<file path="src/rtl/sc_pkg.sv">
package sc_pkg;
  // Line order and polarity of the data bits: bit i is the i-th data bit on the wire.
  // The mapping is its own inverse, so it serves both directions.
  function automatic logic [7:0] sc_line_map(input logic [7:0] d, input logic inv);
    logic [7:0] r;
    for (int i = 0; i < 8; i++) r[i] = inv ? ~d[7-i] : d[i];
    return r;
  endfunction

  function automatic logic sc_line_par(input logic [7:0] lb, input logic flip);
    return (^lb) ^ flip;
  endfunction
endpackage

</file>
<file path="src/rtl/sc_flag.sv">
module sc_flag (
  input  logic clk,
  input  logic rst_n,
  input  logic set,
  input  logic clr,
  output logic q
);
  always_ff @(posedge clk or negedge rst_n) begin
    if (!rst_n)   q <= 1'b0;
    else if (set) q <= 1'b1;
    else if (clr) q <= 1'b0;
  end
endmodule

</file>
<file path="src/rtl/sc_tx.sv">
module sc_tx #(
  parameter int ETU_W     = 12,
  parameter int MAX_RETRY = 3
) (
  input  logic             clk,
  input  logic             rst_n,
  input  logic [ETU_W-1:0] etu_div,
  input  logic             inv,
  input  logic             flip,
  input  logic             blk,
  input  logic             start,
  input  logic [7:0]       data,
  input  logic             line_in,
  output logic             busy,
  output logic             drv_low,
  output logic             err_seen
);
  import sc_pkg::*;
  localparam int RW = $clog2(MAX_RETRY + 1);

  logic [3:0]       bit_q;
  logic [ETU_W-1:0] cnt_q;
  logic [7:0]       lb_q;
  logic             par_q, nack_q;
  logic [RW-1:0]    retry_q;
  logic [ETU_W-1:0] half, half_m1, last;
  logic [2:0]       idx;

  assign half    = etu_div >> 1;
  assign half_m1 = half - 1'b1;
  assign last    = etu_div - 1'b1;
  assign idx     = bit_q[2:0] - 3'd1;

  // Error window: middle of the first guard etu, normal mode only.
  assign err_seen = busy && !blk && (bit_q == 4'd10) && (cnt_q == half) && !line_in;

  always_comb begin
    drv_low = 1'b0;
    if (busy) begin
      if (bit_q == 4'd0)                         drv_low = 1'b1;
      else if (bit_q >= 4'd1 && bit_q <= 4'd8)   drv_low = !lb_q[idx];
      else if (bit_q == 4'd9)                    drv_low = !par_q;
    end
  end

  always_ff @(posedge clk or negedge rst_n) begin
    if (!rst_n) begin
      busy    <= 1'b0;
      bit_q   <= '0;
      cnt_q   <= '0;
      lb_q    <= '0;
      par_q   <= 1'b0;
      nack_q  <= 1'b0;
      retry_q <= '0;
    end else if (!busy) begin
      if (start) begin
        busy    <= 1'b1;
        bit_q   <= '0;
        cnt_q   <= '0;
        lb_q    <= sc_line_map(data, inv);
        par_q   <= sc_line_par(sc_line_map(data, inv), flip);
        nack_q  <= 1'b0;
        retry_q <= '0;
      end
    end else begin
      if (err_seen) nack_q <= 1'b1;
      if (blk && bit_q == 4'd11 && cnt_q == half_m1) begin
        busy <= 1'b0;                       // 11.5 etu frame end
      end else if (cnt_q == last) begin
        cnt_q <= '0;
        if (bit_q == 4'd11) begin
          if (nack_q && retry_q != RW'(MAX_RETRY)) bit_q <= 4'd12;
          else                                     busy  <= 1'b0;
        end else if (bit_q == 4'd12) begin
          bit_q   <= '0;                    // resend same character
          nack_q  <= 1'b0;
          retry_q <= retry_q + 1'b1;
        end else begin
          bit_q <= bit_q + 4'd1;
        end
      end else begin
        cnt_q <= cnt_q + 1'b1;
      end
    end
  end
endmodule

</file>
<file path="src/rtl/sc_rx.sv">
module sc_rx #(
  parameter int ETU_W = 12
) (
  input  logic             clk,
  input  logic             rst_n,
  input  logic [ETU_W-1:0] etu_div,
  input  logic             inv,
  input  logic             flip,
  input  logic             blk,
  input  logic             enable,
  input  logic             line_in,
  input  logic             rx_ready,
  output logic             rx_valid,
  output logic [7:0]       rx_data,
  output logic             busy,
  output logic             drv_low,
  output logic             par_err
);
  import sc_pkg::*;

  logic             prev_q, bad_q;
  logic [3:0]       bit_q;
  logic [ETU_W-1:0] cnt_q;
  logic [7:0]       sh_q;
  logic [ETU_W-1:0] half, last;
  logic [2:0]       idx;
  logic             bad_now, mid;

  assign half    = etu_div >> 1;
  assign last    = etu_div - 1'b1;
  assign idx     = bit_q[2:0] - 3'd1;
  assign mid     = busy && (cnt_q == half);
  assign bad_now = sc_line_par(sh_q, flip) != line_in;
  assign par_err = mid && (bit_q == 4'd9) && bad_now;

  always_ff @(posedge clk or negedge rst_n) begin
    if (!rst_n) begin
      prev_q   <= 1'b1;
      busy     <= 1'b0;
      bit_q    <= '0;
      cnt_q    <= '0;
      sh_q     <= '0;
      bad_q    <= 1'b0;
      drv_low  <= 1'b0;
      rx_valid <= 1'b0;
      rx_data  <= '0;
    end else begin
      prev_q <= line_in;
      if (rx_valid && rx_ready) rx_valid <= 1'b0;
      if (!busy) begin
        if (enable && prev_q && !line_in) begin
          busy  <= 1'b1;
          cnt_q <= ETU_W'(1);
          bit_q <= '0;
        end
      end else begin
        if (mid) begin
          if (bit_q == 4'd0 && line_in) busy <= 1'b0;            // false start
          else if (bit_q >= 4'd1 && bit_q <= 4'd8) sh_q[idx] <= line_in;
          else if (bit_q == 4'd9) begin
            bad_q <= bad_now;
            if ((!bad_now || blk) && !rx_valid) begin
              rx_valid <= 1'b1;
              rx_data  <= sc_line_map(sh_q, inv);
            end
          end
        end
        if (cnt_q == last) begin
          cnt_q <= '0;
          bit_q <= bit_q + 4'd1;
          if (bit_q == 4'd9) drv_low <= bad_q && !blk;
          if (bit_q == 4'd10) begin
            busy    <= 1'b0;
            drv_low <= 1'b0;
          end
        end else begin
          cnt_q <= cnt_q + 1'b1;
        end
      end
    end
  end
endmodule

</file>
<file path="src/rtl/sc_xcvr.sv">
module sc_xcvr #(
  parameter int ETU_W     = 12,
  parameter int MAX_RETRY = 3
) (
  input  logic             clk,
  input  logic             rst_n,
  input  logic [ETU_W-1:0] cfg_etu_div,
  input  logic             cfg_inverse,
  input  logic             cfg_par_flip,
  input  logic             cfg_block,
  input  logic             tx_valid,
  output logic             tx_ready,
  input  logic [7:0]       tx_data,
  output logic             rx_valid,
  input  logic             rx_ready,
  output logic [7:0]       rx_data,
  output logic             tx_end,
  output logic             par_err_flag,
  input  logic             par_err_clr,
  output logic             err_sig_flag,
  input  logic             err_sig_clr,
  input  logic             line_in,
  output logic             line_drive_low
);
  logic tx_busy, rx_busy, tx_fire, rx_en;
  logic tx_low, rx_low, ers_set, per_set, ers_q;

  assign tx_ready = !tx_busy && !rx_busy;
  assign tx_fire  = tx_valid && tx_ready;
  assign rx_en    = !tx_busy && !tx_fire;
  assign tx_end   = !tx_busy;
  assign line_drive_low = tx_low | rx_low;
  assign err_sig_flag   = ers_q && !cfg_block;

  sc_tx #(.ETU_W(ETU_W), .MAX_RETRY(MAX_RETRY)) u_tx (
    .clk(clk), .rst_n(rst_n), .etu_div(cfg_etu_div), .inv(cfg_inverse),
    .flip(cfg_par_flip), .blk(cfg_block), .start(tx_fire), .data(tx_data),
    .line_in(line_in), .busy(tx_busy), .drv_low(tx_low), .err_seen(ers_set)
  );

  sc_rx #(.ETU_W(ETU_W)) u_rx (
    .clk(clk), .rst_n(rst_n), .etu_div(cfg_etu_div), .inv(cfg_inverse),
    .flip(cfg_par_flip), .blk(cfg_block), .enable(rx_en), .line_in(line_in),
    .rx_ready(rx_ready), .rx_valid(rx_valid), .rx_data(rx_data),
    .busy(rx_busy), .drv_low(rx_low), .par_err(per_set)
  );

  sc_flag u_per (.clk(clk), .rst_n(rst_n), .set(per_set), .clr(par_err_clr), .q(par_err_flag));
  sc_flag u_ers (.clk(clk), .rst_n(rst_n), .set(ers_set), .clr(err_sig_clr), .q(ers_q));
endmodule

</file>
<file path="config.mk">
export PLATFORM = sky130hd
export DESIGN_NAME = sc_xcvr
export DESIGN_NICKNAME = d
export VERILOG_FILES = /design/src/rtl/sc_pkg.sv /design/src/rtl/sc_flag.sv /design/src/rtl/sc_tx.sv /design/src/rtl/sc_rx.sv /design/src/rtl/sc_xcvr.sv
export SDC_FILE = /design/constraint.sdc
export NUM_CORES = 1
export LEC_CHECK = 0
export BUFFER_PORTS_ARGS = -buffer_cell sky130_fd_sc_hd__buf_2
export CORE_MARGIN = 2
export CORE_UTILIZATION = 38
export DETAILED_ROUTE_END_ITERATION = 7
export HOLD_SLACK_MARGIN = 0.06
export PLACE_DENSITY_LB_ADDON = 0.3
export SYNTH_ARGS = -nofsm -noshare
export SYNTH_HDL_FRONTEND = slang
export SYNTH_HIERARCHICAL = 1
export SYNTH_SLANG_ARGS = --single-unit
</file>
<file path="constraint.sdc">
create_clock -name clk -period 3.28 [get_ports clk]
set_input_delay 0.656 -clock clk [delete_from_list [all_inputs] [get_ports clk]]
set_output_delay 0.656 -clock clk [all_outputs]
set_load 0.01 [all_outputs]
</file>
After elaboration in Yosys (flattened, before gate mapping)
Index checks and enable logic that the tools add are counted.
{"block": "op_classes", "addsub": 9, "n_lt_le_gt_ge": 7, "n_eq_ne": 19, "mux": 80, "n_bitwise": 22, "n_reduce_logical": 51}
{"op": "2-to-1 mux 12 bit", "count": 7}
{"op": "2-to-1 mux 1 bit", "count": 54}
{"op": "2-to-1 mux 4 bit", "count": 10}
{"op": "equality test 12 bit", "count": 3}
{"op": "adder 12 x 1 -> 12 bit (second input constant)", "count": 2}
{"op": "equality test 12 x 11 -> 1 bit", "count": 2}
{"op": "equality test 4 bit (second input constant)", "count": 6}
{"op": "logical AND 1 bit", "count": 23}
{"op": "NOT 1 bit", "count": 19}
{"op": "parity 8 bit", "count": 2}
{"op": "2-to-1 mux 2 bit", "count": 6}
{"op": "!= test 2 bit (second input constant)", "count": 6}
{"op": "subtractor 11 x 1 -> 12 bit (second input constant)", "count": 1}
{"op": "subtractor 12 x 1 -> 12 bit (second input constant)", "count": 1}
{"op": "AND reduction 5 bit", "count": 2}
{"op": "nonzero test 2 bit", "count": 5}
{"op": "zero test 1 bit", "count": 9}
{"op": "adder 4 x 1 -> 4 bit (second input constant)", "count": 2}
{"op": "bitwise mux 8 bit", "count": 1}
{"op": ">= comparator 4 x 1 -> 1 bit (second input constant)", "count": 2}
{"op": "less-or-equal comparator 4 bit (second input constant)", "count": 2}
{"op": "zero test 4 bit", "count": 2}
{"op": "less-than comparator 3 x 4 -> 1 bit (second input constant)", "count": 2}
{"op": "AND reduction 4 bit", "count": 2}
{"op": "other kinds (13)", "count": 17}
{"block": "word_totals", "ff_bits": 68, "input_bits": 30, "output_inout_bits": 14}

Depth between registers and ports, before layout
{"block": "depth", "word_depth": 12, "depth_mapped": 12, "ltp_nobuf": 9}

Cells and area by module
Netlist, hierarchy kept.
{"mod": "sc_rx", "n_inst": 1, "cells_each": 302, "area_per_inst_um2": 2722.6, "seq_area_each_um2": 927.1}
{"mod": "sc_tx", "n_inst": 1, "cells_each": 315, "area_per_inst_um2": 2642.5, "seq_area_each_um2": 725.7}
{"mod": "sc_flag", "n_inst": 2, "cells_each": 3, "area_per_inst_um2": 36.3, "seq_area_each_um2": 25.0}
{"mod": "sc_xcvr", "n_inst": 1, "cells_each": 7, "area_per_inst_um2": 37.5, "seq_area_each_um2": 0.0}

Worst setup path before layout
OpenSTA, ideal clock, no wires.
{"block": "synth_timing", "kind": "input -> register", "startpoint": "in cfg_etu_div[2]", "endpoint": "reg u_tx.retry_q[1]", "arrival_time_ps": 3388, "required_ps": 3159, "path_slack_ps": -229, "stages": 11, "path_cell_list": "clkbuf_1 inv_1 ha_1 or4b_1 clkbuf_2 or4_1 o32a_1 a211o_2 nor3b_2 mux2_1 a22o_1"}
{"block": "synth_between", "elab_chain_len": 5, "elab_cells_between_ends": 8, "cone_classes": "add/sub: 2; eq/ne: 4; reduce/logical: 2"}
{"element": "from (decl)", "line_no": "sc_xcvr.sv:7", "text": "input logic [ETU_W-1:0] cfg_etu_div,"}
{"element": "subtractor 11 x 1 -> 12 bit", "line_no": "sc_tx.sv:30", "text": "assign half_m1 = half - 1'b1;"}
{"element": "equality test 12 bit", "line_no": "sc_tx.sv:67", "text": "if (blk && bit_q == 4'd11 && cnt_q == half_m1) begin"}
{"element": "logical AND 1 bit", "line_no": "sc_tx.sv:67"}
{"element": "!= test 2 bit (no source line)"}
{"element": "AND reduction 5 bit (no source line) (*)"}
{"element": "to (signal assigned)", "line_no": "sc_tx.sv:77", "text": "retry_q <= retry_q + 1'b1;"}
{"element": "to (decl)", "line_no": "sc_tx.sv:25", "text": "logic [RW-1:0] retry_q;"}
Mark *: on every way between the ends. The rest lies on a longest branch, timed or not.
A chain may end at the register's enable or synchronous reset.

Worst setup path in the final report
{"block": "layout_timing", "startpoint": "in cfg_etu_div[1]", "endpoint": "reg u_tx.bit_q[1]"}
{"block": "layout_between", "elab_chain_len": 5, "elab_cells_between_ends": 8, "cone_classes": "add/sub: 2; eq/ne: 4; reduce/logical: 2"}
{"element": "subtractor 11 x 1 -> 12 bit", "line_no": "sc_tx.sv:30"}
{"element": "equality test 12 bit", "line_no": "sc_tx.sv:67"}
{"element": "logical AND 1 bit", "line_no": "sc_tx.sv:67"}
{"element": "!= test 2 bit (no source line)"}
{"element": "AND reduction 4 bit (no source line) (*)"}
{"element": "to (signal assigned)", "line_no": "sc_tx.sv:79", "text": "bit_q <= bit_q + 4'd1;"}
{"element": "to (decl)", "line_no": "sc_tx.sv:21", "text": "logic [3:0] bit_q;"}
Marks and branches as above.

==> run metrics <==
critical path arrival 3.31 ns; layout cell share with drive strength beyond 1 21.8%; Syn Nets 674; most common cell after layout, fill and taps aside dfrtp_1; GRT Total Usage 18.7%; predominant post-synthesis flop cell dfrtp_1; Clock Latency Late Sink 0.34 ns; crit path max fanout 5; Vias/cell 5.47; Detail Route Antenna Nets 0; count of flip-flops with a built-in enable after synthesis 0; non-filler cells, final 865; # IOs 44; root buf cell clkbuf_16; die area 15400 um^2; Peak Freq 324 MHz; final WL 13.5 mm; Initial Util 39.1%; max cap viols 0; Worst-Margin Slew 0.824 ns; Row Count 43; Final setup viols 0; Pleak 2.83 nW; vias in the first global route 4659; Netlist Area Pre-Place 5480 um^2; fillers 1368; DPL Wire Length 10.1 mm; initial drt markers 362; CTS tree yes; Remaining Overflow, GRT 0; die width 124 um; area occupied by registers 1700 um^2; Syn Area/Cell 8.69 um^2; Mapped Cells 630; post-cts repair resize count 0; clk slew on worst S/H paths 0.06 ns; Pins Over Slew Limit 0; H-tree depth 3; area post-placement 6080 um^2; Sw Pwr 1.36 mW; Layout Skew 0.00898 ns; Hold WC Path Type input port to async pin; combinational share of power 38.2%; switch share 37.5%; area of the multi-input gates 3450 um^2; DRC Markers 0; asr flop ratio synth 100%; vias after detailed routing 4732; CP Launch Type input port; Buffers on Ports 43; sequential share of the synthesized area 31.1%; gpl congestion 0.846; critical path class input port to register; overall power 3.62 mW; status complete, no violations; warnings from Yosys 6; cts bufs inserted 9; pin count of the biggest net entering global routing 36; DP Cell Count 848; fin area 6400 um^2; Max VDD drop 293 uV; initial antenna violation count 0; sequential share of power 34.0%; Layout area overhead 16.8%; synthesis-stage register bit count 68; postcts setup bufs 0; CTS Hold Bufs 0; first-pass GRT wire length 22.5 mm; Clk pwr share 27.9%; core area 14000 um^2; # nets final 723; RSZ-0062 raised after global routing no; Die H 124 um; WP data required 3.50 ns; buffer depth of the longest clock path 2; most frequent cells in the layout dfrtp_1, xnor2_1, nand2_1; Crit. End Element register; number of distinct library cells after synthesis 77; routed len/inst 15.7 um; PD cells 566 nW/um^2; Hold Vio Cnt, Final 0; final hold slack 0.416 ns; clk sinks 68; Pint 2.26 mW; drt first pass iters 5; slew margin rel. 45.1%; post-layout minimum cycle time 3.09 ns; fin crit share 94.1%
[layout make-up]
| type | instances | area share [%] |
|---|---|---|
| Multi-Input combinational cell | 482 | 54.0 |
| Timing Repair Buffer | 84 | 8.96 |
| Clock inverter | 6 | 1.12 |
| Inverter | 34 | 2.03 |
| Sequential cell | 68 | 26.6 |
| Clock buffer | 10 | 3.74 |
| Antenna cell | 1 | 0.0391 |
| Tap cell | 180 | 3.52 |
[layer usage]
metal | track usage (%) | part of all wire (%)
met1 | 24.9 | 49
met2 | 29.2 | 45
met3 | 4.08 | 4.4
met4 | 8.29 | 2.1
met5 | 0 | 0
[cells by family after synthesis]
kind of cell	count (synthesis)	share of synthesized area, %
and+or+nand+nor	241	24.7
AOI/OAI and AO/OA	117	15.3
buffers and inverters	80	6.40
xor gates and xnor gates	78	12.5
DFF	68	31.1
muxes	32	6.81
adders and majority gates	14	3.20
[Yosys cell counts, drive strengths merged, types with 3 or more instances]
cell type	count	area (um^2)
or4	6	50.1
o211ai	6	45.0
nor3	21	121
a21o	3	23.8
dfrtp	67	1680
mux2	19	218
nand4b	4	35.0
clkbuf	33	125
ha	14	175
and3	14	87.6
o21a	3	22.5
o311ai	4	35.0
xnor2	65	569
nor3b	7	57.6
a31oi	6	37.5
nor2b	22	138
o22ai	4	25.0
or3	5	31.3
and2	6	37.5
nand3	16	80.1
a21oi	13	65.1
mux2i	11	110
nand2b	7	43.8
o31ai	3	36.3
xor2	13	114
a22o	12	105
a32o	3	30.0
nand2	52	195
inv	34	128
nand3b	4	30.0
nand4	14	103
nor4b	5	43.8
nor4	12	75.1
buf	13	97.6
or2	5	31.3
nor2	35	134
o21ai	36	188
a211o	8	71.3
[power groups by stage]
stage,clock network [mW],logic [mW],registers [mW]
global route,1.06,1.54,1.26
floorplan,0,1.09,1.14
finish,1.01,1.38,1.23
CTS,1.04,1.38,1.23
global placement,0,1.33,1.23
detailed placement,0,1.38,1.24
[path summary, 6_finish.rpt]
check	slack, ns	cells after the start	to	start
hold reg to reg	0.48	2	u_tx/lb_q[4]$_DFFE_PN0P_	u_tx/lb_q[4]$_DFFE_PN0P_
setup / recovery	0.19	11	u_tx/bit_q[1]$_DFFE_PN0P_	cfg_etu_div[1]
min in group clk	0.48	2	u_tx/lb_q[4]$_DFFE_PN0P_	u_tx/lb_q[4]$_DFFE_PN0P_
max in group asynchronous	2.11	2	u_rx/bit_q[2]$_DFFE_PN0P_	rst_n
setup reg to reg	0.70	9	u_rx/sh_q[7]$_DFFE_PN0P_	u_rx/bit_q[0]$_DFFE_PN0P_
hold / removal	0.42	1	u_tx/lb_q[3]$_DFFE_PN0P_	rst_n
[worst max-delay path, cell delays in order]
cell	delay, ns
buf_2	0.10
inv_1	0.10
ha_4	0.15
or4b_1	0.52
or4_1	0.50
o32a_1	0.18
a211o_4	0.37
buf_4	0.16
nor3_2	0.21
o22ai_1	0.13
a41o_1	0.22
[registers in the layout, summed over array words and instances (netlist names)]
signal,cells
u_tx/retry_q,2
u_tx/lb_q,8
u_per/q,1
u_tx/nack_q,1
u_tx/busy,1
u_rx/bit_q,4
u_tx/bit_q,4
u_tx/par_q,1
u_rx/bad_q,1
u_rx/prev_q,1
u_rx/cnt_q,12
u_tx/cnt_q,12
u_rx/rx_data,8
u_rx/sh_q,8
u_rx/busy,1
u_ers/q,1
u_rx/drv_low,1
u_rx/rx_valid,1
[per-stage QoR]
| step | utilization (%) | TNS (ns) | worst slack [ns] |
|---|---|---|---|
| after global routing | 45.7 | 0 | 0.0759 |
| final | 45.7 | 0 | 0.192 |
| after floorplan | - | -0.108 | -0.108 |
| after global placement | 43.5 | -0.566 | -0.0870 |
| after detailed placement | 43.5 | -1.38 | -0.140 |
| after CTS | 45.7 | 0 | 0.225 |
No activity file was read; power rests on OpenSTA's default activity.
